File: src/rtl/irq_rtr_pkg.sv
`timescale 1ns/1ps
package irq_rtr_pkg;
  localparam int MSG_W = 64;

  typedef struct packed {
    logic [31:0] addr;
    logic [31:0] data;
  } msg_word_t;

  typedef enum logic [2:0] {
    ACT_IDLE,
    ACT_DROP,
    ACT_LEVEL,
    ACT_EDGE,
    ACT_MSG
  } chan_act_e;
endpackage

File: src/rtl/irq_chan_ctl.sv
`timescale 1ns/1ps
module irq_chan_ctl
  import irq_rtr_pkg::*;
(
  input  logic clk_i,
  input  logic rst_ni,
  input  logic fire_i,
  input  logic clear_i,
  input  logic chan_en_i,
  input  logic glb_en_i,
  input  logic level_i,
  input  logic msg_en_i,
  input  logic sts_clr_i,
  input  logic ack_clr_i,
  output logic sts_o,
  output logic pulse_o,
  output logic pend_o
);
  chan_act_e act;
  logic sts_q, pulse_q, pend_q, msg_en_q;
  logic msg_rise, sts_keep;

  assign msg_rise = msg_en_i & ~msg_en_q;
  assign sts_keep = sts_q & ~(sts_clr_i | msg_rise);

  always_comb begin
    if (clear_i)                             act = ACT_DROP;
    else if (fire_i && !(chan_en_i && glb_en_i)) act = ACT_DROP;
    else if (fire_i && msg_en_i)             act = ACT_MSG;
    else if (fire_i && level_i)              act = ACT_LEVEL;
    else if (fire_i)                         act = ACT_EDGE;
    else                                     act = ACT_IDLE;
  end

  always_ff @(posedge clk_i or negedge rst_ni) begin
    if (!rst_ni) begin
      sts_q    <= 1'b0;
      pulse_q  <= 1'b0;
      pend_q   <= 1'b0;
      msg_en_q <= 1'b0;
    end else begin
      msg_en_q <= msg_en_i;
      pulse_q  <= (act == ACT_EDGE);
      unique case (act)
        ACT_DROP, ACT_EDGE: sts_q <= 1'b0;
        ACT_LEVEL:          sts_q <= 1'b1;
        default:            sts_q <= sts_keep;
      endcase
      if (act == ACT_MSG)  pend_q <= 1'b1;
      else if (ack_clr_i)  pend_q <= 1'b0;
    end
  end

  assign sts_o   = sts_q;
  assign pulse_o = pulse_q;
  assign pend_o  = pend_q;

  // enabled level fire sets status even against a status write
  a_r2_level_sets: assert property (@(posedge clk_i) disable iff (!rst_ni)
    fire_i && !clear_i && chan_en_i && glb_en_i && !msg_en_i && level_i |=> sts_o);
  // edge fire gives a pulse and no status
  a_r3_edge_pulse: assert property (@(posedge clk_i) disable iff (!rst_ni)
    fire_i && !clear_i && chan_en_i && glb_en_i && !msg_en_i && !level_i |=> pulse_o && !sts_o);
  // a pulse only follows a fire
  a_r3_pulse_src: assert property (@(posedge clk_i) disable iff (!rst_ni)
    pulse_o |-> $past(fire_i));
  // clear wins
  a_r5_clear: assert property (@(posedge clk_i) disable iff (!rst_ni)
    clear_i |=> !sts_o && !pulse_o);
  // message-enable rise clears status
  a_r9_msg_rise: assert property (@(posedge clk_i) disable iff (!rst_ni)
    $rose(msg_en_i) |=> !sts_o);
endmodule

File: src/rtl/irq_line_mux.sv
`timescale 1ns/1ps
module irq_line_mux #(
  parameter int N_CHAN   = 4,
  parameter int N_LINES  = 16,
  parameter int ROUTE_W  = 4,
  parameter int TMR_LINE = 0,
  parameter int RTC_LINE = 8
) (
  input  logic                        clk_i,
  input  logic                        rst_ni,
  input  logic [N_CHAN*ROUTE_W-1:0]   route_i,
  input  logic [N_CHAN-1:0]           drive_i,
  input  logic                        legacy_i,
  input  logic                        tmr_i,
  input  logic                        rtc_i,
  output logic [N_LINES-1:0]          irq_o
);
  always_comb begin
    irq_o = '0;
    for (int c = 0; c < N_CHAN; c++) begin
      int eff;
      if (legacy_i && c == 0)      eff = TMR_LINE;
      else if (legacy_i && c == 1) eff = RTC_LINE;
      else                         eff = int'(route_i[c*ROUTE_W +: ROUTE_W]);
      if (drive_i[c] && eff < N_LINES) irq_o[eff] = 1'b1;
    end
    if (!legacy_i) begin
      irq_o[TMR_LINE] = irq_o[TMR_LINE] | tmr_i;
      irq_o[RTC_LINE] = irq_o[RTC_LINE] | rtc_i;
    end
  end

  // forced legacy lines
  a_r1_leg_ch0: assert property (@(posedge clk_i) disable iff (!rst_ni)
    legacy_i && drive_i[0] |-> irq_o[TMR_LINE]);
  a_r1_leg_ch1: assert property (@(posedge clk_i) disable iff (!rst_ni)
    legacy_i && drive_i[1] |-> irq_o[RTC_LINE]);
endmodule

File: src/rtl/irq_msg_arb.sv
`timescale 1ns/1ps
module irq_msg_arb
  import irq_rtr_pkg::*;
#(
  parameter int N_CHAN = 4,
  localparam int SEL_W = (N_CHAN > 1) ? $clog2(N_CHAN) : 1
) (
  input  logic                      clk_i,
  input  logic                      rst_ni,
  input  logic [N_CHAN-1:0]         pend_i,
  input  logic [N_CHAN*MSG_W-1:0]   words_i,
  input  logic                      ack_i,
  output logic                      req_o,
  output logic [31:0]               addr_o,
  output logic [31:0]               data_o,
  output logic [N_CHAN-1:0]         ack_clr_o
);
  logic             req_q;
  logic [SEL_W-1:0] sel_q, pick;
  logic [31:0]      addr_q, data_q;
  msg_word_t        w;

  always_comb begin
    pick = '0;
    for (int c = N_CHAN - 1; c >= 0; c--) begin
      if (pend_i[c]) pick = SEL_W'(c);
    end
    w = words_i[int'(pick)*MSG_W +: MSG_W];
  end

  always_ff @(posedge clk_i or negedge rst_ni) begin
    if (!rst_ni) begin
      req_q  <= 1'b0;
      sel_q  <= '0;
      addr_q <= '0;
      data_q <= '0;
    end else if (!req_q && |pend_i) begin
      req_q  <= 1'b1;
      sel_q  <= pick;
      addr_q <= w.addr;
      data_q <= w.data;
    end else if (req_q && ack_i) begin
      req_q <= 1'b0;
    end
  end

  always_comb begin
    ack_clr_o = '0;
    if (req_q && ack_i) ack_clr_o[sel_q] = 1'b1;
  end

  assign req_o  = req_q;
  assign addr_o = addr_q;
  assign data_o = data_q;

  // request holds until acknowledged
  a_r4_hold: assert property (@(posedge clk_i) disable iff (!rst_ni)
    req_o && !ack_i |=> req_o && $stable(addr_o) && $stable(data_o));
  // one request at a time, dropped after acknowledge
  a_r10_ack_drop: assert property (@(posedge clk_i) disable iff (!rst_ni)
    req_o && ack_i |=> !req_o);
endmodule

File: src/rtl/irq_router.sv
`timescale 1ns/1ps
module irq_router
  import irq_rtr_pkg::*;
#(
  parameter int N_CHAN   = 4,
  parameter int N_LINES  = 16,
  parameter int TMR_LINE = 0,
  parameter int RTC_LINE = 8,
  localparam int ROUTE_W = $clog2(N_LINES)
) (
  input  logic                       clk_i,
  input  logic                       rst_ni,
  input  logic [N_CHAN-1:0]          fire_i,
  input  logic [N_CHAN-1:0]          clear_i,
  input  logic [N_CHAN-1:0]          chan_en_i,
  input  logic [N_CHAN-1:0]          level_i,
  input  logic [N_CHAN-1:0]          msg_en_i,
  input  logic [N_CHAN*ROUTE_W-1:0]  route_i,
  input  logic [N_CHAN*MSG_W-1:0]    msg_word_i,
  input  logic                       glb_en_i,
  input  logic                       legacy_i,
  input  logic                       leg_tmr_i,
  input  logic                       rtc_i,
  input  logic                       sts_wr_i,
  input  logic [N_CHAN-1:0]          sts_wdata_i,
  input  logic                       msg_ack_i,
  output logic [N_LINES-1:0]         irq_o,
  output logic                       leg_tmr_en_o,
  output logic [N_CHAN-1:0]          status_o,
  output logic                       msg_req_o,
  output logic [31:0]                msg_addr_o,
  output logic [31:0]                msg_data_o
);
  logic              leg_q, tmr_q, rtc_q;
  logic [N_CHAN-1:0] sts, pulse, pend, ack_clr, drive;

  always_ff @(posedge clk_i or negedge rst_ni) begin
    if (!rst_ni) begin
      leg_q <= 1'b0;
      tmr_q <= 1'b0;
      rtc_q <= 1'b0;
    end else begin
      leg_q <= legacy_i;
      tmr_q <= leg_tmr_i;
      rtc_q <= rtc_i;   // recorded in every mode
    end
  end

  for (genvar c = 0; c < N_CHAN; c++) begin : g_chan
    irq_chan_ctl u_chan (
      .clk_i     (clk_i),
      .rst_ni    (rst_ni),
      .fire_i    (fire_i[c]),
      .clear_i   (clear_i[c]),
      .chan_en_i (chan_en_i[c]),
      .glb_en_i  (glb_en_i),
      .level_i   (level_i[c]),
      .msg_en_i  (msg_en_i[c]),
      .sts_clr_i (sts_wr_i & sts_wdata_i[c]),
      .ack_clr_i (ack_clr[c]),
      .sts_o     (sts[c]),
      .pulse_o   (pulse[c]),
      .pend_o    (pend[c])
    );
    assign drive[c] = (sts[c] | pulse[c]) & ~msg_en_i[c];
  end

  irq_line_mux #(
    .N_CHAN   (N_CHAN),
    .N_LINES  (N_LINES),
    .ROUTE_W  (ROUTE_W),
    .TMR_LINE (TMR_LINE),
    .RTC_LINE (RTC_LINE)
  ) u_mux (
    .clk_i    (clk_i),
    .rst_ni   (rst_ni),
    .route_i  (route_i),
    .drive_i  (drive),
    .legacy_i (leg_q),
    .tmr_i    (tmr_q),
    .rtc_i    (rtc_q),
    .irq_o    (irq_o)
  );

  irq_msg_arb #(.N_CHAN(N_CHAN)) u_arb (
    .clk_i     (clk_i),
    .rst_ni    (rst_ni),
    .pend_i    (pend),
    .words_i   (msg_word_i),
    .ack_i     (msg_ack_i),
    .req_o     (msg_req_o),
    .addr_o    (msg_addr_o),
    .data_o    (msg_data_o),
    .ack_clr_o (ack_clr)
  );

  assign leg_tmr_en_o = ~leg_q;
  assign status_o     = sts;

  // legacy entry releases the legacy timer
  a_r7_leg_en: assert property (@(posedge clk_i) disable iff (!rst_ni)
    legacy_i |=> !leg_tmr_en_o);
  // passthrough of the legacy timer outside legacy mode
  a_r8_tmr_pass: assert property (@(posedge clk_i) disable iff (!rst_ni)
    !legacy_i && leg_tmr_i |=> irq_o[TMR_LINE]);
  // zero bits in a status write never clear on their own
  a_r6_w1c: assert property (@(posedge clk_i) disable iff (!rst_ni)
    sts_wr_i && !sts_wdata_i[0] && status_o[0] && !clear_i[0] && !fire_i[0]
      && !$rose(msg_en_i[0]) |=> status_o[0]);
endmodule

File: config.mk
export PLATFORM = sky130hd
export DESIGN_NAME = irq_router
export DESIGN_NICKNAME = d
export VERILOG_FILES = /design/src/rtl/irq_rtr_pkg.sv /design/src/rtl/irq_chan_ctl.sv /design/src/rtl/irq_line_mux.sv /design/src/rtl/irq_msg_arb.sv /design/src/rtl/irq_router.sv
export SDC_FILE = /design/constraint.sdc
export NUM_CORES = 1
export LEC_CHECK = 0
export BUFFER_PORTS_ARGS = -buffer_cell sky130_fd_sc_hd__buf_4
export CAP_MARGIN = 20
export CORE_AREA = 3 3 152 154
export DETAILED_ROUTE_END_ITERATION = 12
export DIE_AREA = 0 0 155 157
export SLEW_MARGIN = 15
export SYNTH_ARGS = -nofsm -noshare
export SYNTH_HDL_FRONTEND = slang
export SYNTH_HIERARCHICAL = 1
export SYNTH_SLANG_ARGS = --single-unit
export TNS_END_PERCENT = 30
File: constraint.sdc
create_clock -name clk_i -period 1.8 [get_ports clk_i]
set_clock_uncertainty 0.1 [all_clocks]
set_input_delay 0 -clock clk_i [delete_from_list [all_inputs] [get_ports clk_i]]
set_output_delay 0 -clock clk_i [all_outputs]
set_load 0.03 [all_outputs]
==> impl_summary.md, run 1 <==
Status
The flow ran to the end, but the final reports show violations. The final reports fail on setup timing.

Finish
The finished cells cover 12820 um2. The number of nets in the layout is 1719. At the end of the flow the core is filled with cells to 0.5873.

The area growth from synthesis to layout is 77.03%. The fraction of layout cells with a size suffix above 1 is 0.3718. The final standard cell count with taps included and fillers excluded is 1701. The fill cell instance count of the final layout is 1978.

Die
The I/O pin count is 390. The number of placement rows is 54. The die boundary width is 155 um. The die is 157 um tall.

The die outline area is 24340 um2. The core outline area is 21820 um2. For this configuration, the core starts out at a cell density of 0.3317.

Job
Max-cap violations in this run came to 0.

Power and ir drop
The power density relative to cell area is 1349 nW/um2. The switching power is 8.341 mW. For this design the static power due to leakage is 6.036 nW. The cell-internal power is 8.945 mW. The fraction of power spent switching nets is 0.4825. The combinational share of power is 0.685. The share of total power dissipated in the clock network is 0.113. Of the total power, registers draw 0.201. The total power is 17.29 mW. The worst-case IR drop observed on VDD is 1.004 mV.

CTS
In this run, CTS created clock tree buffers numbering 9. The later pin in the worst-skew pair is clocked with a latency of 0.34 ns. The maximum buffer depth of the clock tree is 2.

The H-tree was split into 3 levels. The clock sink total is 86. TritonCTS built the clock tree.

Clock-pin slew was measured on the worst setup and hold paths at 0.07 ns. The buffer cell driving the clock tree root is sky130_fd_sc_hd__clkbuf_16.

Drt
The total via count in the routed design is 9025. In the routed design, unresolved DRC markers number 0. The via density per instance is 5.306. The routed design has 34.10 mm of wire. The detail-routed net length per standard cell is 20.05 um. The detailed router finished its first iteration with 569 violations.

The detail route stage leaves a number of antenna-violating nets equal to 0. The first detailed-routing pass ran for 5 iterations.

GRT
The residual overflow from global routing is 0. The number of global-route vias before repair is 8929. The first global-routing pass estimated 49.81 mm of wire. Entering global routing, the biggest net connects 86 pins. Across every metal layer, demand over resource in global routing totals 0.2572.

The initial antenna violation count is 1.

Critical path
The endpoint type of the worst setup path is a primary output. The worst-path maximum fanout is 5. Data on the critical path is required at its endpoint by 1.70 ns. The data arrival time at the worst-slack endpoint is 1.72 ns. The type of element launching the critical path is a register. The worst register-to-register path has a setup slack of 0.01 ns. By startpoint and endpoint, the worst setup path is classified as register to primary output.

Timing
The slew at the pin with the worst max-slew slack is 0.5443 ns. The final critical-path share of the clock period is 1.010. The peak clock frequency supported by timing is 550.1 MHz.

For the finished layout, the period the worst path requires is 1.818 ns. Setup repair after global routing could not meet its margin everywhere. Setup violations remaining at the end of the flow were counted as 2. The relative slew slack is 0.6371. The final number of hold-violating endpoints was 0.

The final count of pins violating max slew came to 0. The sum of negative setup slack is -0.02419 ns. In the post-route analysis, the smallest setup slack over all paths is -0.01786 ns.

Logic synthesis
In the synthesized netlist, the number of instances is 908. The commonest register cell after synthesis is sky130_fd_sc_hd__dfrtp_1. The number of nets produced by synthesis is 1212. The total of warnings raised by yosys is 6. The average instance in the mapped netlist occupies 7.973 um2. The number of distinct standard cells referenced by the synthesized netlist is 43.

The share of synthesized flip-flops with an asynchronous set or reset is 1.000. Synthesis inferred 86 register bits. The register area share after synthesis is 0.2973. Yosys mapped a number of flops with a built-in enable equal to 0. The summed instance area of the synthesized netlist is 7239 um2.

Placed design
Routability-driven placement finished with a final weighted congestion of 0.8829. The number of placed cells counting well taps is 1518. Once placement finished, the instance area stood at 10460 um2. The final HPWL from detailed placement is 24.37 mm. The number of buffers added on ports is 389.

Worst hold path
The tightest min-delay check is of the input port to register type.
## synth_stat cells (5+ instances only)
cell type                    n  area, um2
sky130_fd_sc_hd__nand3_1    16      80.08
sky130_fd_sc_hd__a22oi_1    19      142.6
sky130_fd_sc_hd__a22o_1     63      551.8
sky130_fd_sc_hd__and3b_1    68      595.6
sky130_fd_sc_hd__clkbuf_1   62      232.7
sky130_fd_sc_hd__nor2b_1    72      450.4
sky130_fd_sc_hd__nor2_1     11      41.29
sky130_fd_sc_hd__buf_6       8      90.09
sky130_fd_sc_hd__nand2_1    16      60.06
sky130_fd_sc_hd__o21ai_0    68      340.3
sky130_fd_sc_hd__buf_2      10      50.05
sky130_fd_sc_hd__dfrtp_1    86       2152
sky130_fd_sc_hd__a32oi_1     6      52.55
sky130_fd_sc_hd__buf_1       6      22.52
sky130_fd_sc_hd__nor3_1      7      35.03
sky130_fd_sc_hd__a21oi_1   139      695.7
sky130_fd_sc_hd__nor3b_1     6      45.04
sky130_fd_sc_hd__inv_1      74      277.8
sky130_fd_sc_hd__a31oi_1    63      394.1
sky130_fd_sc_hd__and2_1      5      31.28
sky130_fd_sc_hd__nand3b_1   64      480.5
## worst max-delay path, stage by stage, from the launching register on
cell and delay, ns:
sky130_fd_sc_hd__dfrtp_1 0.39, sky130_fd_sc_hd__o21ba_4 0.23, sky130_fd_sc_hd__and4b_2 0.27, sky130_fd_sc_hd__a32oi_2 0.21, sky130_fd_sc_hd__nand3_2 0.12, sky130_fd_sc_hd__buf_6 0.15
## metal layers
layer  vias up  GRT usage  wire length (um)
li1       4354          -                 -
met1      4220     0.3142             13770
met2       399     0.4533             17030
met3        52    0.05334              2415
met4         0    0.08452               886
met5         -          0                 0
## layout make-up
type                       instances  area (um2)  area share
tap                              280       350.3     0.02734
multi-input combinational        662        4735      0.3694
sequential                        86        2166      0.1690
clock inverter                     3       42.54    0.003319
timing repair buffer             582        4982      0.3888
antenna                            1       2.502   0.0001953
clock buffer                      13       260.3     0.02031
inverter                          74       277.8     0.02167
## path summary, 6_finish.rpt
path	startpoint	endpoint	depth (start not counted)
max in group asynchronous	rst_ni	g_chan[0].u_chan/pulse_o	3
min in group asynchronous	rst_ni	u_arb/addr_o[11]	2
min	msg_word_i[244]	u_arb/addr_o[20]	4
min reg2reg	u_arb/addr_o[5]	u_arb/addr_o[5]	2
max reg2reg	g_chan[0].u_chan/pend_o	u_arb/addr_o[29]	4
max	g_chan[0].u_chan/sts_o	irq_o[7]	5
## flip-flops by register name (all words and copies together) (netlist names)
register / count
rtc_q: 1
u_arb/data_o: 32
g_chan.u_chan/pend_o: 4
g_chan.u_chan/msg_en_q: 4
g_chan.u_chan/sts_o: 4
leg_q: 1
u_arb/req_o: 1
u_arb/addr_o: 32
u_arb/sel_q: 2
g_chan.u_chan/pulse_o: 4
tmr_q: 1
## per-stage QoR
step	setup slack [ns]	hold WS, ns
after floorplan	0.08433	-0.3956
after global placement	0.06486	-0.08737
after detailed placement	0.04985	-0.08255
after CTS	-0.05053	0.001872
after global routing	-0.05211	0.02223
final	-0.01786	0.01019
## placed cells by master (no fill, tap or decap), types with 3 or more instances in the layout
| cell type | synthesis | layout |
|---|---|---|
| sky130_fd_sc_hd__a21oi_1 | 139 | 95 |
| sky130_fd_sc_hd__a21oi_2 | 0 | 42 |
| sky130_fd_sc_hd__a221o_1 | 4 | 4 |
| sky130_fd_sc_hd__a22o_1 | 63 | 63 |
| sky130_fd_sc_hd__a22oi_1 | 19 | 9 |
| sky130_fd_sc_hd__a22oi_2 | 0 | 10 |
| sky130_fd_sc_hd__a31oi_1 | 63 | 63 |
| sky130_fd_sc_hd__a32oi_1 | 6 | 5 |
| sky130_fd_sc_hd__and2_1 | 5 | 5 |
| sky130_fd_sc_hd__and3b_1 | 68 | 66 |
| sky130_fd_sc_hd__and4bb_4 | 2 | 3 |
| sky130_fd_sc_hd__buf_12 | 0 | 8 |
| sky130_fd_sc_hd__buf_4 | 0 | 399 |
| sky130_fd_sc_hd__buf_6 | 8 | 12 |
| sky130_fd_sc_hd__clkbuf_16 | 0 | 11 |
| sky130_fd_sc_hd__dfrtp_1 | 86 | 81 |
| sky130_fd_sc_hd__dfrtp_4 | 0 | 3 |
| sky130_fd_sc_hd__dlygate4sd3_1 | 0 | 157 |
| sky130_fd_sc_hd__inv_1 | 74 | 73 |
| sky130_fd_sc_hd__nand2_1 | 16 | 15 |
| sky130_fd_sc_hd__nand3_1 | 16 | 12 |
| sky130_fd_sc_hd__nand3_2 | 0 | 4 |
| sky130_fd_sc_hd__nand3b_1 | 64 | 64 |
| sky130_fd_sc_hd__nand3b_4 | 4 | 4 |
| sky130_fd_sc_hd__nand4b_1 | 4 | 4 |
| sky130_fd_sc_hd__nor2_1 | 11 | 10 |
| sky130_fd_sc_hd__nor2b_1 | 72 | 72 |
| sky130_fd_sc_hd__nor3_1 | 7 | 7 |
| sky130_fd_sc_hd__nor3b_1 | 6 | 4 |
| sky130_fd_sc_hd__o21ai_0 | 68 | 68 |
| sky130_fd_sc_hd__o21ba_4 | 0 | 4 |
| sky130_fd_sc_hd__o22ai_1 | 4 | 4 |
## power groups by stage
stage	combinational [mW]	sequential [mW]	clock, mW
after global placement	10.8	3.42	0
after global routing	12.7	3.58	2.09
final	11.8	3.48	1.96
after detailed placement	10.9	3.41	0
after floorplan	5.75	4.69	0
after CTS	11.1	3.40	2.03
## repair_timing
action	4_1_cts	5_1_grt
pin swaps	5	45
gates resized for setup	15	80
setup buffers	4	1
hold buffers	158	0
setup endpoints to repair	16	59
endpoints found under the hold margin	151	0
gates cloned	0	3
## cell families (layout without fill, tap and decap cells)
logic type / count (synthesis) / after routing / share of synthesized area
and+or+nand+nor: 288 / 288 / 0.2900
other: 0 / 1 / 0
DFF: 86 / 86 / 0.2973
AOI/OAI and AO/OA: 374 / 374 / 0.3197
buffers and inverters: 160 / 672 / 0.09298
Power figures use the tool's default switching activity.
==> inputs of run 2 (changes only) <==
Settings changed: SETUP_SLACK_MARGIN set to 0.2.
==> impl_summary.md, run 2 (synthesized netlist as in run 1, its figures left out) <==
Die
The die outline area is 24340 um2 (unchanged). The die span in y is 157 um (unchanged). The core outline area came to 21820 um2 (unchanged).

The initial cell density of the core is 0.3317 (unchanged). The number of placement rows came to 54 (unchanged). The die boundary width came to 155 um (unchanged). The I/O pin count was 390 (unchanged).

Drt
The routed wire length is 33.15 mm (-2.8%). The violation count after the first detailed-route iteration is 448 (-21%). The total via count in the routed design is 9088 (+0.70%). The post-detailed-route count of antenna-violating nets is 0 (unchanged). The detail-routed net length per standard cell is 19.46 um (-3.0%). The residual DRC count is 0 (unchanged). The number of detailed-routing iterations run before antenna repair came to 5 (unchanged). The via density per instance is 5.333 (+0.52%).

CTS
The clock insertion delay at the later pin of the skew report is 0.34 ns (about the same). The clock-pin slew on the worst setup and hold paths is 0.07 ns (about the same). The maximum level of the CTS H-tree came to 3 (unchanged). The total clock buffers created by CTS is 9 (unchanged). The maximum buffer depth of the clock tree was 2 (unchanged). The clock sink total is 86 (unchanged).

The clock tree from TritonCTS is yes. The cell sitting at the root of the clock tree is a sky130_fd_sc_hd__clkbuf_16.

Critical path
The required time of the critical path is 1.93 ns (+0.23 ns). The start-to-end type of the worst setup path is register to register. The buffering stage count on the worst path with inverters included was 1 (unchanged).

In this design, the largest share of critical-path delay is due to simple AND/OR/NAND/NOR gates. The worst-path maximum fanout was 31 (+26). STA classifies the critical path endpoint as a register. The cell with the largest stage delay on the worst path is sky130_fd_sc_hd__or4_4.

The worst stage delay on the critical path is 0.60 ns (+0.21 ns). The data arrival time at the worst-slack endpoint came to 1.90 ns (+0.18 ns). Walking the worst path, the cells encountered are or4_4 > buf_12 > a21oi_2 > a31oi_1. The type of element launching the critical path is a register.

Power and ir drop
The power density relative to cell area was 1345 nW/um2 (-0.30%). The maximum vdd drop is 0.9161 mV (-8.7%). The leakage power summed over all cells is 6.045 nW (+0.14%). The total power came to 17.38 mW (+0.56%).

Finish
In the layout the commonest cells are sky130_fd_sc_hd__buf_4 (391), sky130_fd_sc_hd__dlygate4sd3_1 (161), sky130_fd_sc_hd__a21oi_1 (90). The final standard cell count with taps included and fillers excluded is 1704 (+0.18%). The antenna diode count is 0 (-1). The area growth from synthesis to layout is 78.55%. The fraction of layout cells with a size suffix above 1 is 0.3771 (+0.005276). The most frequent standard cell in the layout excluding fill and tap cells is sky130_fd_sc_hd__buf_4. The number of nets in the layout is 1723 (+0.23%).

Timing
The post-route minimum period is 1.775 ns (-0.04298 ns). The number of setup violations in the final report came to 0 (-2). Setup repair after global routing could not meet its margin everywhere. The slew at the pin with the worst max-slew slack is 0.5861 ns (+0.04183 ns).

The final number of hold-violating endpoints is 0 (unchanged). The sum of negative setup slack was 0 ns (+0.02419 ns). The peak clock frequency supported by timing is 563.4 MHz (+2.4%).

The final count of pins violating max slew is 0 (unchanged). The relative slew slack is 0.6093 (-0.02788). The final critical-path share of the clock period is 0.9860 (-0.02388).

Placed design
The weighted congestion reported at the end of routability-driven placement is 0.8565 (-3.0%). The number of buffers added on ports came to 389 (unchanged). The number of placed cells counting well taps is 1515 (-0.20%). The final HPWL from detailed placement is 22.42 mm (-8.0%).

GRT
The residual overflow from global routing is 0 (unchanged). The layer flagged by global routing as most heavily used is met2. The met1 usage is 0.3021 (-0.01210). The maximum number of pins on one net before global-route repair was 162 (+88%). The met2 track demand over resource is 0.4535 (about the same).

The number of global-route vias before repair came to 9111 (+2.0%). The combined global-route utilization of all metal layers was 0.2563 (-0.0008972). The initial antenna violation count is 0 (-1). The global-route wire length before repair came to 49.80 mm (about the same). The met3 layer usage reported by global route is 0.05801 (+0.004674).

Worst hold path
The worst hold path belongs to the class input port to register.

Status
The run finished with clean final reports.

Job
The total of max-cap violations is 0 (unchanged).
[run 2: cell count changes in the layout (fill, tap and decap cells not counted), sizes merged]
cell,change
dlygate4sd3,+4
clkinv,+1
buf,+2
clkbuf,-4
inv,+1
diode,-1
clkinvlp,+1
dlymetal6s4s,-1
[run 2: timing repair]
action | in CTS | in global routing
gates cloned | 0 | 1
buffers inserted | 7 | 4
pin swaps | 27 | 32
gates resized for setup | 42 | 45
hold buffers | 161 | 0
endpoints found under the hold margin | 169 | 0
setup endpoints to repair | 80 | 80
[run 2: power by group]
group / internal (mW) / switching (mW) / total (mW)
combinational: 5.05 / 6.92 / 12.0
sequential: 2.82 / 0.643 / 3.46
clock: 1.09 / 0.857 / 1.94
total: 8.96 / 8.42 / 17.4
[run 2: per-stage QoR]
stage	hold slack, ns	setup slack [ns]	area, um2	utilization
finish	0.01357	0.02512	12930	0.5923
global placement	-0.1735	0.05632	10560	0.4841
floorplan	-0.3956	0.1505	7341	-
global route	0.01202	-0.02354	12930	0.5923
detailed placement	-0.1752	0.03471	10560	0.4841
CTS	0.0009973	0.0008411	12700	0.5819
[run 2: worst min-delay path: cells and delay by family]
family / cells / cell delay (ns)
and+or+nand+nor: 1 / 0.13
AOI/OAI and AO/OA: 2 / 0.22
buffers and inverters: 1 / 0.07
[run 2: final cells by class]
class,count,area [um2]
clock buffer,10,229.0
clock inverter,6,71.32
fill,1981,8897
inverter,74,277.8
multi-input combinational,662,4765
sequential,86,2166
tap,280,350.3
timing repair buffer,586,5067
[run 2: worst paths after layout]
| path | slack (ns) | cells after the start | from | endpoint |
|---|---|---|---|---|
| worst max-delay path | 0.03 | 4 | g_chan[3].u_chan/pend_o | u_arb/data_o[18] |
| worst min-delay path | 0.01 | 4 | msg_word_i[198] | u_arb/data_o[6] |
| worst max register to register | 0.03 | 4 | g_chan[3].u_chan/pend_o | u_arb/data_o[18] |
| worst min register to register | 0.45 | 2 | u_arb/addr_o[22] | u_arb/addr_o[22] |
| max in group asynchronous | 0.37 | 4 | rst_ni | g_chan[1].u_chan/pend_o |
| min in group asynchronous | 0.58 | 3 | rst_ni | u_arb/addr_o[3] |
[run 2: routing by layer]
layer  wire [um]  part of all wire
met4        1072             0.032
met3        2299             0.069
met5           0                 0
met1       13230              0.40
met2       16550              0.50
